<file path="config.mk">
export PLATFORM = sky130hd
export DESIGN_NAME = comma_lane_aligner
export DESIGN_NICKNAME = d
export VERILOG_FILES = /design/src/rtl/la_pkg.sv /design/src/rtl/comma_scan.sv /design/src/rtl/lane_sync_fsm.sv /design/src/rtl/word_select.sv /design/src/rtl/comma_lane_aligner.sv
export SDC_FILE = /design/constraint.sdc
export NUM_CORES = 1
export LEC_CHECK = 0
export BUFFER_PORTS_ARGS = -buffer_cell sky130_fd_sc_hd__buf_2
export CAP_MARGIN = 30
export CORE_AREA = 2 2 91 93
export DETAILED_ROUTE_END_ITERATION = 10
export DIE_AREA = 0 0 93 95
export GPL_ROUTABILITY_DRIVEN = 0
export HOLD_SLACK_MARGIN = 0.05
export PLACE_DENSITY = 0.77
export SLEW_MARGIN = 20
export SYNTH_ARGS = -nofsm -noshare
export SYNTH_HDL_FRONTEND = slang
export SYNTH_SLANG_ARGS = --single-unit
</file>
<file path="constraint.sdc">
create_clock -name clk -period 4.15 [get_ports clk]
set_clock_uncertainty 0.1 [all_clocks]
set_input_delay 0.83 -clock clk [delete_from_list [all_inputs] [get_ports clk]]
set_output_delay 0.83 -clock clk [all_outputs]
set_load 0.01 [all_outputs]
</file>
<file path="src/rtl/la_pkg.sv">
`timescale 1ns/1ps
package la_pkg;
   typedef enum logic [1:0] {
      ST_HUNT = 2'd0,
      ST_ACQ  = 2'd1,
      ST_LOCK = 2'd2
   } align_st_t;

   localparam int COMMA_W = 7;
   localparam logic [COMMA_W-1:0] COMMA_POS = 7'b0011111;
endpackage

</file>
<file path="src/rtl/comma_scan.sv">
`timescale 1ns/1ps
module comma_scan #(
   parameter int W    = 10,
   parameter int CW   = 7,
   parameter bit DUAL = 1'b1
) (
   input  logic           clk,
   input  logic           rst_n,
   input  logic [W-1:0]   rx_word,
   output logic [2*W-1:0] win,
   output logic [W-1:0]   hits
);
   logic [W-1:0] cur_q;
   logic [W-1:0] old_q;

   always_ff @(posedge clk or negedge rst_n) begin
      if (!rst_n) begin
         cur_q <= '0;
         old_q <= '0;
      end else begin
         cur_q <= rx_word;
         old_q <= cur_q;
      end
   end

   assign win = {old_q, cur_q};

   for (genvar k = 0; k < W; k++) begin : g_off
      logic [CW-1:0] seg;
      assign seg = win[2*W-1-k -: CW];
      if (DUAL) begin : g_both
         assign hits[k] = (seg == la_pkg::COMMA_POS) || (seg == ~la_pkg::COMMA_POS);
      end else begin : g_pos
         assign hits[k] = (seg == la_pkg::COMMA_POS);
      end
   end
endmodule

</file>
<file path="src/rtl/lane_sync_fsm.sv">
`timescale 1ns/1ps
module lane_sync_fsm #(
   parameter int W          = 10,
   parameter int OFF_W      = 4,
   parameter int ACQ_COMMAS = 4,
   parameter int LOSS_ERRS  = 4,
   parameter int GOOD_RUN   = 4
) (
   input  logic             clk,
   input  logic             rst_n,
   input  logic [W-1:0]     hits,
   input  logic             sig_ok,
   input  logic             code_bad,
   input  logic             disp_bad,
   output logic [OFF_W-1:0] bnd_next,
   output logic             in_sync
);
   import la_pkg::*;

   localparam int CC_W = $clog2(ACQ_COMMAS + 1);
   localparam int ER_W = $clog2(LOSS_ERRS + 1);
   localparam int RN_W = $clog2(GOOD_RUN + 1);
   localparam logic [CC_W-1:0] CC_ONE  = CC_W'(1);
   localparam logic [CC_W-1:0] CC_LAST = CC_W'(ACQ_COMMAS - 1);
   localparam logic [ER_W-1:0] ER_LAST = ER_W'(LOSS_ERRS - 1);
   localparam logic [RN_W-1:0] RN_LAST = RN_W'(GOOD_RUN - 1);

   align_st_t        st_q, st_n;
   logic [OFF_W-1:0] bnd_q, bnd_n, first_idx;
   logic [CC_W-1:0]  cc_q, cc_n;
   logic [ER_W-1:0]  er_q, er_n;
   logic [RN_W-1:0]  rn_q, rn_n;
   logic             any_hit, at_bnd, stray, bad_code;

   always_comb begin
      first_idx = '0;
      for (int i = W - 1; i >= 0; i--) begin
         if (hits[i]) first_idx = OFF_W'(i);
      end
   end

   assign any_hit  = |hits;
   assign at_bnd   = hits[bnd_q];
   assign stray    = |(hits & ~(W'(1) << bnd_q));
   assign bad_code = code_bad | disp_bad;

   always_comb begin
      st_n  = st_q;
      bnd_n = bnd_q;
      cc_n  = cc_q;
      er_n  = er_q;
      rn_n  = rn_q;
      case (st_q)
         ST_HUNT: begin
            er_n = '0;
            rn_n = '0;
            if (any_hit) begin
               bnd_n = first_idx;
               cc_n  = CC_ONE;
               st_n  = ST_ACQ;
            end
         end
         ST_ACQ: begin
            if (bad_code) begin
               st_n = ST_HUNT;
               cc_n = '0;
            end else if (at_bnd) begin
               if (cc_q == CC_LAST) begin
                  st_n = ST_LOCK;
                  er_n = '0;
                  rn_n = '0;
               end else begin
                  cc_n = cc_q + CC_ONE;
               end
            end else if (stray) begin
               bnd_n = first_idx;
               cc_n  = CC_ONE;
            end
         end
         ST_LOCK: begin
            if (bad_code || stray) begin
               rn_n = '0;
               if (er_q == ER_LAST) begin
                  st_n = ST_HUNT;
                  cc_n = '0;
                  er_n = '0;
               end else begin
                  er_n = er_q + ER_W'(1);
               end
            end else if (er_q != '0) begin
               if (rn_q == RN_LAST) begin
                  rn_n = '0;
                  er_n = er_q - ER_W'(1);
               end else begin
                  rn_n = rn_q + RN_W'(1);
               end
            end
         end
         default: st_n = ST_HUNT;
      endcase
      if (!sig_ok) begin
         st_n = ST_HUNT;
         cc_n = '0;
         er_n = '0;
         rn_n = '0;
      end
   end

   always_ff @(posedge clk or negedge rst_n) begin
      if (!rst_n) begin
         st_q  <= ST_HUNT;
         bnd_q <= '0;
         cc_q  <= '0;
         er_q  <= '0;
         rn_q  <= '0;
      end else begin
         st_q  <= st_n;
         bnd_q <= bnd_n;
         cc_q  <= cc_n;
         er_q  <= er_n;
         rn_q  <= rn_n;
      end
   end

   assign bnd_next = bnd_n;
   assign in_sync  = (st_q == ST_LOCK);


   sig_drop_chk: assert property (@(posedge clk) disable iff (!rst_n)
      !sig_ok |=> (st_q == ST_HUNT));


   bnd_frozen_chk: assert property (@(posedge clk) disable iff (!rst_n)
      (st_q == ST_LOCK) |=> $stable(bnd_q));


   sync_entry_chk: assert property (@(posedge clk) disable iff (!rst_n)
      $rose(in_sync) |-> $past(at_bnd));


   err_exit_chk: assert property (@(posedge clk) disable iff (!rst_n)
      (in_sync && er_q == ER_LAST && bad_code) |=> !in_sync);


   bnd_range_chk: assert property (@(posedge clk) disable iff (!rst_n)
      int'(bnd_q) < W);
endmodule

</file>
<file path="src/rtl/word_select.sv">
`timescale 1ns/1ps
module word_select #(
   parameter int W     = 10,
   parameter int OFF_W = 4
) (
   input  logic             clk,
   input  logic             rst_n,
   input  logic [2*W-1:0]   win,
   input  logic [OFF_W-1:0] sel,
   output logic [W-1:0]     word_q
);
   logic [W-1:0] pick;

   always_comb begin
      for (int i = 0; i < W; i++) begin
         pick[i] = win[W + i - int'(sel)];
      end
   end

   always_ff @(posedge clk or negedge rst_n) begin
      if (!rst_n) word_q <= '0;
      else        word_q <= pick;
   end
endmodule

</file>
<file path="src/rtl/comma_lane_aligner.sv">
`timescale 1ns/1ps
module comma_lane_aligner #(
   parameter int WORD_W     = 10,
   parameter int ACQ_COMMAS = 4,
   parameter int LOSS_ERRS  = 4,
   parameter int GOOD_RUN   = 4,
   parameter bit DUAL_POL   = 1'b1
) (
   input  logic              clk,
   input  logic              rst_n,
   input  logic [WORD_W-1:0] rx_word,
   input  logic              sig_ok,
   input  logic              code_bad,
   input  logic              disp_bad,
   output logic [WORD_W-1:0] aligned_word,
   output logic              sync_status
);
   localparam int OFF_W = $clog2(WORD_W);

   if (WORD_W != 10) begin : g_bad_width
      $error("comma_lane_aligner: WORD_W must be 10 for 8b/10b code groups");
   end
   if (ACQ_COMMAS < 2) begin : g_bad_acq
      $error("comma_lane_aligner: ACQ_COMMAS must be at least 2");
   end
   if (LOSS_ERRS < 1 || GOOD_RUN < 1) begin : g_bad_err
      $error("comma_lane_aligner: LOSS_ERRS and GOOD_RUN must be at least 1");
   end

   logic [2*WORD_W-1:0] win;
   logic [WORD_W-1:0]   hits;
   logic [OFF_W-1:0]    bnd_next;

   comma_scan #(.W(WORD_W), .CW(la_pkg::COMMA_W), .DUAL(DUAL_POL)) u_scan (
      .clk     (clk),
      .rst_n   (rst_n),
      .rx_word (rx_word),
      .win     (win),
      .hits    (hits)
   );

   lane_sync_fsm #(
      .W(WORD_W), .OFF_W(OFF_W), .ACQ_COMMAS(ACQ_COMMAS),
      .LOSS_ERRS(LOSS_ERRS), .GOOD_RUN(GOOD_RUN)
   ) u_fsm (
      .clk      (clk),
      .rst_n    (rst_n),
      .hits     (hits),
      .sig_ok   (sig_ok),
      .code_bad (code_bad),
      .disp_bad (disp_bad),
      .bnd_next (bnd_next),
      .in_sync  (sync_status)
   );

   word_select #(.W(WORD_W), .OFF_W(OFF_W)) u_sel (
      .clk    (clk),
      .rst_n  (rst_n),
      .win    (win),
      .sel    (bnd_next),
      .word_q (aligned_word)
   );
endmodule

</file>
---- After elaboration in Yosys (flattened, before gate mapping) ----
Index checks and enable logic that the tools add are counted.
cells by class
  add/subtract/negate cells ............... 14
  multiply operators ...................... 0
  div/mod/pow operators ................... 0
  $lt $le $gt $ge ......................... 11
  equal/unequal tests ..................... 38
  shifts and indexed selects .............. 1
  multiplexer cells ....................... 78
  bitwise logic cells ..................... 3
  reductions and logical operators ........ 19
operators by type and width
  cell                                                    count
  < comparator 32 x 7 -> 1 bit (second input constant)    10
  == test 7 x 5 -> 1 bit (second input constant)          10
  == test 7 bit (second input constant)                   10
  two-way mux 3 bit                                       20
  two-way mux 4 bit                                       14
  binary-select mux 1 bit (select 5 bit)                  10
  subtractor 4 x 4 -> 5 bit (first input constant)        6
  one-hot mux 3 bit (3 select lines)                      3
  subtractor 5 x 4 -> 6 bit (first input constant)        4
  two-way mux 1 bit                                       21
  OR reduction 10 bit                                     2
  inequality test 4 x 2 -> 1 bit (second input constant)  4
  inequality test 3 x 2 -> 1 bit (second input constant)  5
  two-way mux 2 bit                                       7
  AND reduction 6 bit                                     2
  logical OR 1 bit                                        11
  AND 10 bit                                              1
  inverter 10 bit                                         1
  AND reduction 5 bit                                     2
  left shift 1 x 4 -> 10 bit (first input constant)       1
  adder 3 x 1 -> 3 bit (second input constant)            3
  == test 3 x 2 -> 1 bit (second input constant)          3
  one-hot mux 4 bit (2 select lines)                      1
  one-hot mux 2 bit (3 select lines)                      1
  other kinds (12)                                        12
storage, ports and cells
  register bits after elaboration ......... 45
  latch bits .............................. 0
  bits in writable memories ............... 0
  ROM bits ................................ 0
  bits of input ports ..................... 15
  output and inout bits ................... 11
  word-level logic and storage cells ...... 172
  memories ................................ 0

---- Longest topological paths before layout ----
Gate-level depths: netlist of run 1.
  depth after elaboration ................. 20
  mapped depth ............................ 20
  depth with buffers taken out ............ 18

---- Cells and area by module ----
Synthesis of run 1 repeated with hierarchy kept, for this count alone.
unflattened totals
  cell total of the unflattened synthesis .. 383
  area, all modules ....................... 3,910.0 sq um
by module, submodules not included
  module         times used  cells each  area an instance (sq um)  sequential area each (sq um)
  word_select    1           145         1,612.8                   250.2
  lane_sync_fsm  1           171         1,490.2                   375.4
  comma_scan     1           67          807.0                     500.5

---- Worst setup path after synthesis of run 1 ----
OpenSTA, ideal clock, no wires.
  path kind ............................... register -> register
  from .................................... register u_scan.old_q[0]
  to ...................................... register u_sel.word_q[3]
  setup time .............................. 0.121 ns
  arrival time ............................ 4.372 ns
  data required time ...................... 3.929 ns
  setup slack ............................. -0.443 ns
  stages on the path, launching flop included .. 19
  buffers on the path ..................... 1
  period minus slack after synthesis ...... 4.593 ns
  cell sequence ........................... dfrtp_1 > or4_4 > o32ai_4 > nand2_1 > o21ai_1 > a311oi_2 > and3_2 > and4_2 > nor3_2 > inv_1 > buf_4 > ha_1 > inv_1 > nor3_1 > a22o_1 > a311oi_1 > nand4bb_1 > o211ai_1 > a22o_1
on the way
  elaborated cells on any way between the ends .. 45
  those cells by class .................... 1 x add/sub; 14 x eq/ne; 20 x mux; 1 x bitwise; 9 x reduce/logical
RTL lines
  what                                                     RTL line                  RTL
  start, declared                                          comma_scan.sv:14          logic [W-1:0] old_q;
  start signal, assigned                                   comma_scan.sv:22          old_q <= cur_q;
  == test 7 x 5 -> 1 bit or == test 7 bit (tied branches)  comma_scan.sv:32          assign hits[k] = (seg == la_pkg::COMMA_POS) || (seg == ~la_pkg::COMMA_POS);
  logical OR 1 bit                                         comma_scan.sv:32
  two-way mux 4 bit (9 in series)                          lane_sync_fsm.sv:38       if (hits[i]) first_idx = OFF_W'(i);
  two-way mux 4 bit                                        lane_sync_fsm.sv:75       end else if (stray) begin
  two-way mux 4 bit                                        lane_sync_fsm.sv:67       end else if (at_bnd) begin
  two-way mux 4 bit                                        lane_sync_fsm.sv:64       if (bad_code) begin
  one-hot mux 4 bit (2 select lines) *                     lane_sync_fsm.sv:53       case (st_q)
  net bnd_next[2]                                          comma_lane_aligner.sv:32  logic [OFF_W-1:0] bnd_next;
  subtractor 4 x 4 -> 5 bit *                              word_select.sv:16         pick[i] = win[W + i - int'(sel)];
  binary-select mux 1 bit (select 5 bit) *                 word_select.sv:16
  two-way mux 1 bit (implied by the code) * (2 in series)  word_select.sv:16
  net u_sel.pick[3]                                        word_select.sv:12         logic [W-1:0] pick;
  end signal, assigned                                     word_select.sv:22         else word_q <= pick;
  end, declared                                            word_select.sv:10         output logic [W-1:0] word_q
The timed path passes the listed nets; every way through them passes the cells marked *. The select of a mux whose other input is x is not followed.
A chain may end at the register's enable or synchronous reset.

---- Worst setup path after layout of run 1 ----
  from .................................... register u_scan.old_q[1]
  to ...................................... register u_sel.word_q[0]
Same word-level chain as after synthesis.

==> summary.txt, run 1 <==
Synth Warn # = 0
Critical Path Start Type = register
Ports = 26
fin cells = 635
grt ovf = 0
input/output buffers = 25
multiplexer share of the synthesized area = 14.4%
Slew @ Worst Pin = 0.622 ns
CTS root buf = clkbuf_8
Die H = 95 um
VDD IR-drop max = 0.000247 V
most common cell after layout, fill and taps aside = buf_4
Synth Area in Adders = 6.11%
Pleak = 2.17 nW
initial antenna violation count = 0
CP arrival = 4.26 ns
max-slew violation count = 0
sink of the worst hold path = u_scan.old_q[3]
total power draw = 2.97 mW
Synth Flop Type = dfrtp_1
pre-CTS setup slack = -0.0947 ns
CTS HTree Levels = 2
cell area after layout = 5080 um2
total clock buffers created by CTS = 5
RSZ-0062 raised after global routing = yes
switching share of total power = 46.1%
HPWL after DPL = 8820 um
Nets = 565
max incr delay on CP = 0.58 ns
#FFs+latches synth = 45
R2R Path End = u_sel.word_q[0]
min-delay src = u_scan.cur_q[3]
CP Class = register to register
post-synthesis compound-gate area fraction = 21.5%
vias in the first global route = 3927
worst reg2reg path depth = 13
Filler Cell Count = 664
final hold violation count = 0
WP data required = 4.25 ns
Setup WS post-layout = -0.00370 ns
Avg Cell Area, Syn = 9.26 um2
clock sinks = 45
clock network power share = 10.5%
worst-path maximum fanout = 6
PD cells = 585 nW/um2
failing checks = setup timing
synthesis-to-finish area growth = 18.2%
Max Cap Violations = 0
CP Capture Type = register
Post-Synth Simple-Gate Area = 24.8%
Tot GR Track Use = 26.8%
cts-stage hold buffer count = 0
clock-pin slew of the registers on the worst-case setup and hold paths = 0.11 ns
Gate power share = 68.8%
worst min-delay path category = register to register
core area = 7930 um2
Initial Util = 54.2%
first-pass GRT wire length = 18800 um
share of cells above drive strength 1 = 32.3%
Pint = 1.60 mW
# setup viols final = 1
register-to-register setup slack = -0.004 ns
crit path max-delay cell type = mux4_2
drt wl/cell = 18.6 um
Final Critical Period = 4.15 ns
CTS max path bufs = 2
Clock Latency Late Sink = 0.32 ns
die area = 8840 um2
Synth Cell Area = 4300 um2
main combinational cell family by area after synthesis = simple AND/OR/NAND/NOR gates
share of flip-flops with an asynchronous set or reset = 100%
Row Count = 33
register area share after synthesis = 26.2%
Relative slew margins = 58.5%
placed cell count = 624
n_diodes = 0
Post-Synth XOR/XNOR Area = 1.22%
Top delay family on crit path = compound AO/OA/AOI/OAI gates
Die Span X = 93 um
P_sw = 1.37 mW
largest net degree at the start of global routing = 26
r2r startpoint = u_scan.old_q[1]
total number of vias = 4141
via/cell ratio = 6.52
cells after synthesis = 464
dpl cell area = 4840 um2
number of enable flip-flop cells after synthesis = 0
First-pass DRT Iterations = 7
Routed Antenna Nets = 0
crit path launch = u_scan.old_q[1]
TritonCTS clock tree = yes
WHS Path Cells = 0
Post-route DRC = 0
CP bufs+invs = 0
DR iter-0 viols = 328
syn_nets = 500
status = finished, violations left
max frequency = 241 MHz
worst-path cell chain = or4_4, o32ai_4, or3_4, nor2_2, o311a_1, and3_4, o41ai_4, nand2_4, ha_4, mux4_2, nand4b_1, a41oi_2, a31o_2
final period utilization = 100%
commonest cells after routing, fill and taps aside = buf_4, dfrtp_1, nand2_1
Flop pwr share = 20.7%
final WL = 11800 um
Synth cell types = 94
Util after Layout = 64.1%
## worst max path at each step
stage	endpoint	slack, ns	cells past startpoint
floorplan	u_sel.word_q[0]	0.01	14
global placement	u_sel.word_q[0]	-0.003	12
detailed placement	u_sel.word_q[0]	-0.09	15
CTS	u_sel.word_q[0]	0.01	13
global route	u_sel.word_q[3]	-0.19	22
finish	u_sel.word_q[0]	-0.004	13
## sequential cells by signal, summed over array words and instances (netlist names)
register      flops
u_fsm.cc_q        3
u_scan.old_q     10
u_scan.cur_q     10
u_sel.word_q     10
u_fsm.st_q        2
u_fsm.er_q        3
u_fsm.bnd_q       4
u_fsm.rn_q        3
## what timing repair did
item	4_1_cts	5_1_grt
pin swaps	0	8
setup endpoints to repair	6	9
buffers inserted	0	3
gates resized for setup	5	34
cloned	0	0
## layout make-up
| cell class | instances | area, um2 | share of cell area [%] |
|---|---|---|---|
| clock buffer | 5 | 68.8 | 1.36 |
| inverter | 26 | 108 | 2.12 |
| sequential | 45 | 1130 | 22.2 |
| tap | 105 | 131 | 2.59 |
| multi-input combinational | 371 | 3060 | 60.2 |
| clock inverter | 3 | 28.8 | 0.567 |
| timing repair buffer | 80 | 554 | 10.9 |
## Yosys cell counts, drive strengths merged (5+ instances only)
library cell   n  area, um2
a21o           5       37.5
a21oi          8       40.0
a22oi          5       37.5
a31oi         14        103
a32o           5       50.1
and2           9       60.1
and3           7       51.3
buf           14       96.3
clkbuf         7       37.5
dfrtp         45       1130
ha            21        263
inv           25       98.9
mux2           9        101
mux2i         22        220
mux4          12        297
nand2         37        154
nand3         30        150
nand4          8       50.1
nand4b         7       61.3
nor2          28        108
nor3          18        111
nor4b          5       58.8
o211ai         6       45.0
o21ai         27        135
or2            5       33.8
or3            6       43.8
## cells by family after synthesis
kind of cell / Yosys count
and+or+nand+nor: 182
AOI/OAI and AO/OA: 119
buffers and inverters: 48
DFF: 45
muxes: 43
adders and majority gates: 21
xor gates and xnor gates: 6
## per-layer routing
| layer | vias up | track usage, % | part of all wire (%) |
|---|---|---|---|
| met2 | 188 | 45.3 | 48 |
| met4 | 0 | 11.3 | 3.7 |
| li1 | 1917 | - | - |
| met5 | - | 0 | 0 |
| met3 | 53 | 3.03 | 6.0 |
| met1 | 1983 | 35.0 | 42 |
## per-stage QoR
stage | hold slack, ns | setup TNS (ns)
2_1_floorplan | 0.279 | 0
6_report | 0.351 | -0.00370
5_1_grt | 0.373 | -0.820
3_3_place_gp | 0.306 | -0.00306
3_5_place_dp | 0.322 | -0.289
4_1_cts | 0.350 | 0
## power by group through the flow
stage                     Clock [mW]  Combinational, mW  Sequential [mW]
after CTS                      0.318               1.92            0.608
after floorplan                    0               1.43            0.587
after global routing           0.334               2.21            0.621
after detailed placement           0               1.89            0.612
final                          0.311               2.05            0.615
after global placement             0               1.82            0.609
Note: power is estimated with default switching activity, not from simulation.
==> run 2: changes to the inputs <==
--- a/config.mk
+++ b/config.mk
@@ -7,12 +7,13 @@
 export LEC_CHECK = 0
 export BUFFER_PORTS_ARGS = -buffer_cell sky130_fd_sc_hd__buf_2
 export CAP_MARGIN = 30
-export CORE_AREA = 2 2 91 93
+export CORE_AREA = 2 2 90 92
+export CTS_BUF_LIST = sky130_fd_sc_hd__clkbuf_8
 export DETAILED_ROUTE_END_ITERATION = 10
-export DIE_AREA = 0 0 93 95
+export DIE_AREA = 0 0 92 94
 export GPL_ROUTABILITY_DRIVEN = 0
 export HOLD_SLACK_MARGIN = 0.05
-export PLACE_DENSITY = 0.77
+export PLACE_DENSITY = 0.78
 export SLEW_MARGIN = 20
 export SYNTH_ARGS = -nofsm -noshare
 export SYNTH_HDL_FRONTEND = slang
==> summary.txt, run 2 (synthesis gave the netlist of run 1 again) <==
status = complete, no violations
Tot GR Track Use = 29.6% (+2.8 points)
total power draw = 3.03 mW (+2.1%)
PD cells = 586 nW/um2 (+0.20%)
CTS max path bufs = 2 (unchanged)
Setup WS post-layout = 0.0252 ns (+0.0289 ns)
final period utilization = 99.4% (-0.70 points)
clock sinks = 45 (unchanged)
Ports = 26 (unchanged)
most common cell after layout, fill and taps aside = buf_4
Relative slew margins = 62.0% (+3.5 points)
core area = 7610 um2 (-4.0%)
# setup viols final = 0 (-1)
Routed Antenna Nets = 0 (unchanged)
share of cells above drive strength 1 = 33.3% (+1.1 points)
input/output buffers = 25 (unchanged)
P_sw = 1.37 mW (about the same)
largest net degree at the start of global routing = 25 (-3.8%)
clock network power share = 12.0% (+1.5 points)
CTS HTree Levels = 2 (unchanged)
total clock buffers created by CTS = 5 (unchanged)
DR iter-0 viols = 529 (+61%)
Gate power share = 67.9% (-0.9 points)
die area = 8650 um2 (-2.1%)
CP arrival = 4.23 ns (-0.03 ns)
Critical Path Start Type = register
Post-route DRC = 0 (unchanged)
fin cells = 642 (+1.1%)
total number of vias = 4247 (+2.6%)
met1 WL = 5100 um (+2.0%)
clock-pin slew of the registers on the worst-case setup and hold paths = 0.11 ns (about the same)
Die Span X = 92 um (-1.1%)
final WL = 12200 um (+3.7%)
Pleak = 2.24 nW (+3.3%)
n_diodes = 0 (unchanged)
Flop pwr share = 20.1% (-0.6 points)
max frequency = 242 MHz (+0.70%)
WL met3 = 817 um (+15%)
synthesis-to-finish area growth = 20.4%
Largest regs = u_scan.cur_q (10), u_scan.old_q (10), u_sel.word_q (10)
cell area after layout = 5170 um2 (+1.9%)
max-slew violation count = 0 (unchanged)
switching share of total power = 45.2% (-0.90 points)
Slew @ Worst Pin = 0.570 ns (-0.0518 ns)
drt wl/cell = 19.0 um (+2.5%)
WP data required = 4.26 ns (about the same)
via/cell ratio = 6.62 (+1.4%)
dpl cell area = 4920 um2 (+1.6%)
CP Class = register to register
vias in the first global route = 4116 (+4.8%)
HPWL after DPL = 9250 um (+4.8%)
commonest cells after routing, fill and taps aside = buf_4, dfrtp_1, nand2_1
final hold violation count = 0 (unchanged)
worst min-delay path category = register to register
Nets = 575 (+1.8%)
Die H = 94 um (-1.1%)
CTS root buf = clkbuf_8
RSZ-0062 raised after global routing = yes
Pint = 1.66 mW (+3.8%)
Initial Util = 56.5% (+2.3 points)
First-pass DRT Iterations = 5 (-2)
initial antenna violation count = 0 (unchanged)
Final Critical Period = 4.12 ns (-0.0289 ns)
placed cell count = 631 (+1.1%)
grt ovf = 0 (unchanged)
Clock Latency Late Sink = 0.32 ns (about the same)
worst-path maximum fanout = 10 (+4)
Max Cap Violations = 0 (unchanged)
first-pass GRT wire length = 20400 um (+8.2%)
TritonCTS clock tree = yes
Fin Hold WS = 0.335 ns (-0.0166 ns)
max layer used = met4
VDD IR-drop max = 0.000275 V (+11%)
Row Count = 32 (-3.0%)
pre-CTS setup slack = -0.115 ns (-0.0202 ns)
CP Capture Type = register
met2 wire len = 5970 um (+5.6%)
-- run 2: changes by cell type in the layout (fill, tap and decap cells not counted), moves of 2 or more --
cell / before / now
inv_6: 3 / 1
a22oi_2: 2 / 0
a22oi_1: 3 / 5
buf_4: 53 / 62
o21ai_0: 19 / 17
mux2i_1: 19 / 17
mux2i_2: 3 / 5
-- run 2: final timing paths --
path | start | endpoint | slack [ns] | depth (start not counted)
hold / removal | u_scan.cur_q[3] | u_scan.old_q[3] | 0.33 | 0
hold reg to reg | u_scan.cur_q[3] | u_scan.old_q[3] | 0.33 | 0
setup reg to reg | u_scan.cur_q[7] | u_sel.word_q[0] | 0.03 | 15
min in group asynchronous | rst_n | u_sel.word_q[6] | 0.38 | 1
setup / recovery | u_scan.cur_q[7] | u_sel.word_q[0] | 0.03 | 15
max in group asynchronous | rst_n | u_fsm.er_q[0] | 3.03 | 2
-- run 2: final cells by class --
cell class                 instances  area [um2]
tap                              102         128
timing repair buffer              90         641
clock inverter                     3        50.0
multi-input combinational        371        3050
inverter                          26         108
fill                             579        2430
clock buffer                       5        68.8
sequential                        45        1130
-- run 2: power by group through the flow --
stage | registers, mW | clock network [mW] | logic, mW
floorplan | 0.587 | 0 | 1.43
detailed placement | 0.610 | 0 | 1.93
global placement | 0.606 | 0 | 1.86
finish | 0.611 | 0.363 | 2.06
CTS | 0.603 | 0.372 | 1.95
global route | 0.623 | 0.389 | 2.23
-- run 2: critical path: stages, from the launching register on --
cell      delay [ns]
dfrtp_1         0.52
and4_1          0.28
a32o_1          0.31
mux2i_1         0.21
nor2_2          0.10
a311oi_2        0.24
buf_4           0.18
nand2_2         0.10
o41ai_4         0.38
nand2_4         0.12
ha_4            0.29
buf_4           0.12
mux4_2          0.59
nand3_1         0.14
a41oi_1         0.11
a31o_2          0.24
-- run 2: per-layer routing --
metal / vias to the layer above / GRT usage, %
met5: - / 0
met2: 219 / 51.5
met4: 0 / 9.70
met3: 47 / 3.53
met1: 2037 / 38.6
li1: 1944 / -
-- run 2: through the flow --
step | utilization (%) | TNS [ns]
CTS | 66.5 | 0
finish | 68.0 | 0
global route | 68.0 | -0.458
global placement | 64.3 | 0
detailed placement | 64.6 | -0.202
floorplan | - | 0
-- run 2: what timing repair did --
item | 4_1_cts | 5_1_grt
hold buffers | 0 | 0
pin swaps | 2 | 7
endpoints found under the setup margin | 5 | 10
resized for setup | 6 | 35
buffers inserted | 1 | 2
==> run 3: changes to the inputs <==
--- a/config.mk
+++ b/config.mk
@@ -5,15 +5,16 @@
 export SDC_FILE = /design/constraint.sdc
 export NUM_CORES = 1
 export LEC_CHECK = 0
+export ABC_AREA = 1
 export BUFFER_PORTS_ARGS = -buffer_cell sky130_fd_sc_hd__buf_2
 export CAP_MARGIN = 30
-export CORE_AREA = 2 2 90 92
+export CORE_AREA = 2 2 89 91
 export CTS_BUF_LIST = sky130_fd_sc_hd__clkbuf_8
 export DETAILED_ROUTE_END_ITERATION = 10
-export DIE_AREA = 0 0 92 94
+export DIE_AREA = 0 0 91 93
 export GPL_ROUTABILITY_DRIVEN = 0
 export HOLD_SLACK_MARGIN = 0.05
-export PLACE_DENSITY = 0.78
+export PLACE_DENSITY = 0.79
 export SLEW_MARGIN = 20
 export SYNTH_ARGS = -nofsm -noshare
 export SYNTH_HDL_FRONTEND = slang
==> constraint.sdc (replaced) <==
create_clock -name clk -period 3.6 [get_ports clk]
set_clock_uncertainty 0.1 [all_clocks]
set_input_delay 0.72 -clock clk [delete_from_list [all_inputs] [get_ports clk]]
set_output_delay 0.72 -clock clk [all_outputs]
set_load 0.01 [all_outputs]
==> summary.txt, run 3 <==
status = complete, no violations
Synth area leaders = dfrtp_1, nand2_1, nand3_1
max incr delay on CP = 0.49 ns (-0.10 ns)
via/cell ratio = 5.63 (-15%)
VDD IR-drop max = 0.000562 V (+100%)
Row Count = 32 (unchanged)
Initial Util = 56.6% (+0.15 points)
worst-path maximum fanout = 14 (+4)
Avg Cell Area, Syn = 6.14 um2 (-34%)
Synth area leader = dfrtp_1
# setup viols final = 0 (unchanged)
CP Capture Type = register
Slew @ Worst Pin = 0.533 ns (-0.0375 ns)
TritonCTS clock tree = yes
fin cells = 824 (+28%)
switching share of total power = 56.0% (+11 points)
Routed Antenna Nets = 0 (unchanged)
Tot GR Track Use = 29.1% (-0.58 points)
largest net degree at the start of global routing = 33 (+32%)
max frequency = 304 MHz (+25%)
syn_nets = 731 (+46%)
cts-stage hold buffer count = 0 (unchanged)
n_diodes = 0 (unchanged)
TNS Setup = 0 ns (unchanged)
HPWL after DPL = 9300 um (+0.48%)
worst min-delay path category = input port to asynchronous set/reset pin
CP Class = register to register
Fin Hold WS = 0.188 ns (-0.147 ns)
DR iter-0 viols = 419 (-21%)
first-pass GRT wire length = 20100 um (-1.6%)
clock network power share = 9.8% (-2.2 points)
CTS root buf = clkbuf_8
Clock Latency Late Sink = 0.32 ns (about the same)
Synth Cell Area = 4260 um2 (-0.79%)
total power draw = 4.28 mW (+41%)
Ports = 26 (unchanged)
input/output buffers = 25 (unchanged)
PD cells = 925 nW/um2 (+58%)
grt ovf = 0 (unchanged)
P_sw = 2.40 mW (+75%)
register area share after synthesis = 26.4% (+0.21 points)
Synth cell types = 33 (-65%)
grt peak-use layer = met2
Pint = 1.88 mW (+13%)
CP dominant cell by count = nand2_1
most numerous cell in the Yosys netlist = nand2_1
clock-pin slew of the registers on the worst-case setup and hold paths = 0.12 ns (about the same)
initial antenna violation count = 0 (unchanged)
die area = 8460 um2 (-2.1%)
max-slew violation count = 0 (unchanged)
total number of vias = 4636 (+9.2%)
worst reg2reg path depth = 23 (+8)
Synth Flop Type = dfrtp_1
met3 usage = 4.43% (+0.90 points)
CTS max path bufs = 2 (unchanged)
drt wl/cell = 14.5 um (-24%)
CP arrival = 3.40 ns (-0.83 ns)
RSZ-0062 raised after global routing = no
final WL = 11900 um (-2.6%)
FF/Latch Area = 1140 um2 (+0.66%)
clock sinks = 45 (unchanged)
Pleak = 2.47 nW (+11%)
Gate power share = 73.3% (+5.4 points)
total clock buffers created by CTS = 5 (unchanged)
cell area after layout = 4630 um2 (-11%)
First-pass DRT Iterations = 6 (+1)
met1 usage = 38.8% (+0.28 points)
Multi-input gate area = 2750 um2 (-9.9%)
Relative slew margins = 64.1% (+2.1 points)
synthesis-to-finish area growth = 8.57%
grt met2 use = 48.3% (-3.2 points)
CTS HTree Levels = 2 (unchanged)
WP data required = 3.70 ns (-0.56 ns)
number of enable flip-flop cells after synthesis = 0 (unchanged)
placed cell count = 816 (+29%)
dpl cell area = 4500 um2 (-8.5%)
worst-path cell chain = nand2_1, inv_2, nand2_1, nor2_1, nor2_1, nand2_1, nor2_1, nand2_2, nor2_1, nand2_1, nand2_1, o21ai_1, nand2_2, inv_2, ha_1, inv_1, nand4_1, nand2_2, nand3_1, nand3_1, nand2_1, nand2_1, nand2_1
Post-route DRC = 0 (unchanged)
core area = 7530 um2 (-1.1%)
Die Span X = 91 um (-1.1%)
crit path max-delay cell type = dfrtp_2
share of cells above drive strength 1 = 14.8% (-19 points)
Flop pwr share = 16.9% (-3.2 points)
vias in the first global route = 4304 (+4.6%)
Filler Cell Count = 752 (+30%)
Largest regs = u_scan.cur_q (10), u_scan.old_q (10), u_sel.word_q (10)
commonest cells after routing, fill and taps aside = nand2_1, nand3_1, nor2_1
final hold violation count = 0 (unchanged)
most common cell after layout, fill and taps aside = nand2_1
Critical Path Start Type = register
top cells by instance count after synthesis = nand2_1, nand3_1, nor2_1, inv_1, dfrtp_1
Synth Warn # = 0 (unchanged)
cells after synthesis = 695 (+50%)
Die H = 93 um (-1.1%)
Final Critical Period = 3.29 ns (-0.831 ns)
final period utilization = 91.5% (-7.9 points)
share of flip-flops with an asynchronous set or reset = 100% (unchanged)
area share of the largest cell type after synthesis = 26.4% (+0.21 points)
#FFs+latches synth = 45 (unchanged)
Nets = 757 (+32%)
Max Cap Violations = 0 (unchanged)
[run 3: cell types whose count changed in the layout (fill, tap and decap cells not counted), moves of 7 or more]
cell and change:
a31oi_1 -13, buf_4 -54, inv_1 +38, inv_2 +15, mux2_2 -9, mux2i_1 -16, mux4_2 -8, nand2_1 +179
nand2_2 +19, nand3_1 +115, nand4b_1 -7, nor2_1 +63, nor3_1 -10
[run 3: critical path, delay by kind of cell, from the launching register on]
kind / cells / cell delay (ns)
flip-flops: 1 / 0.49
AO/OA/AOI/OAI: 1 / 0.10
adder cells (fa/ha/maj): 1 / 0.28
AND/OR/NAND/NOR: 18 / 1.94
buffers and inverters: 3 / 0.28
[run 3: kinds of logic after synthesis]
logic type                 Yosys count  synth area share, %
and+or+nand+nor                    493                 51.3
xor gates and xnor gates             5                 1.03
DFF                                 45                 26.4
adders and majority gates           21                 6.16
AOI/OAI and AO/OA                   36                 5.60
buffers and inverters               94                 9.30
muxes                                1                0.235
[run 3: power groups by stage]
stage	clock network [mW]	registers (mW)	logic, mW
after floorplan	0	0.729	2.36
final	0.418	0.724	3.14
after detailed placement	0	0.731	3.03
after global routing	0.444	0.737	3.52
after global placement	0	0.730	2.96
after CTS	0.429	0.722	3.04
[run 3: repair_timing]
item,in CTS,in global routing
resized for setup,0,11
setup buffers,0,0
setup endpoints to repair,0,7
[run 3: path summary, 6_finish.rpt]
kind / to / slack [ns] / from
worst max-delay path: u_sel.word_q[2] / 0.31 / u_scan.cur_q[9]
worst min-delay path: u_fsm.rn_q[2] / 0.19 / rst_n
worst max register to register: u_sel.word_q[2] / 0.31 / u_scan.cur_q[9]
worst min register to register: u_scan.old_q[1] / 0.30 / u_scan.cur_q[1]
max in group asynchronous: u_scan.old_q[3] / 2.69 / rst_n
min in group clk: u_scan.old_q[1] / 0.30 / u_scan.cur_q[1]
[run 3: through the flow]
| step | util [%] | setup WS (ns) |
|---|---|---|
| floorplan | - | 0.506 |
| global route | 61.5 | 0.0164 |
| detailed placement | 59.7 | 0.275 |
| global placement | 59.5 | 0.391 |
| CTS | 61.3 | 0.254 |
| finish | 61.5 | 0.306 |
[run 3: cell type report]
| class | instances | area share [%] |
|---|---|---|
| multi-input combinational | 556 | 59.3 |
| sequential | 45 | 24.6 |
| inverter | 79 | 6.41 |
| timing repair buffer | 34 | 4.43 |
| tap | 102 | 2.76 |
| clock buffer | 5 | 1.49 |
| clock inverter | 3 | 1.03 |
[run 3: per-layer routing]
metal / share of wire, % / wire length, um
met1: 44 / 5200
met2: 46 / 5440
met3: 7.9 / 943
met4: 2.7 / 321
met5: 0 / 0
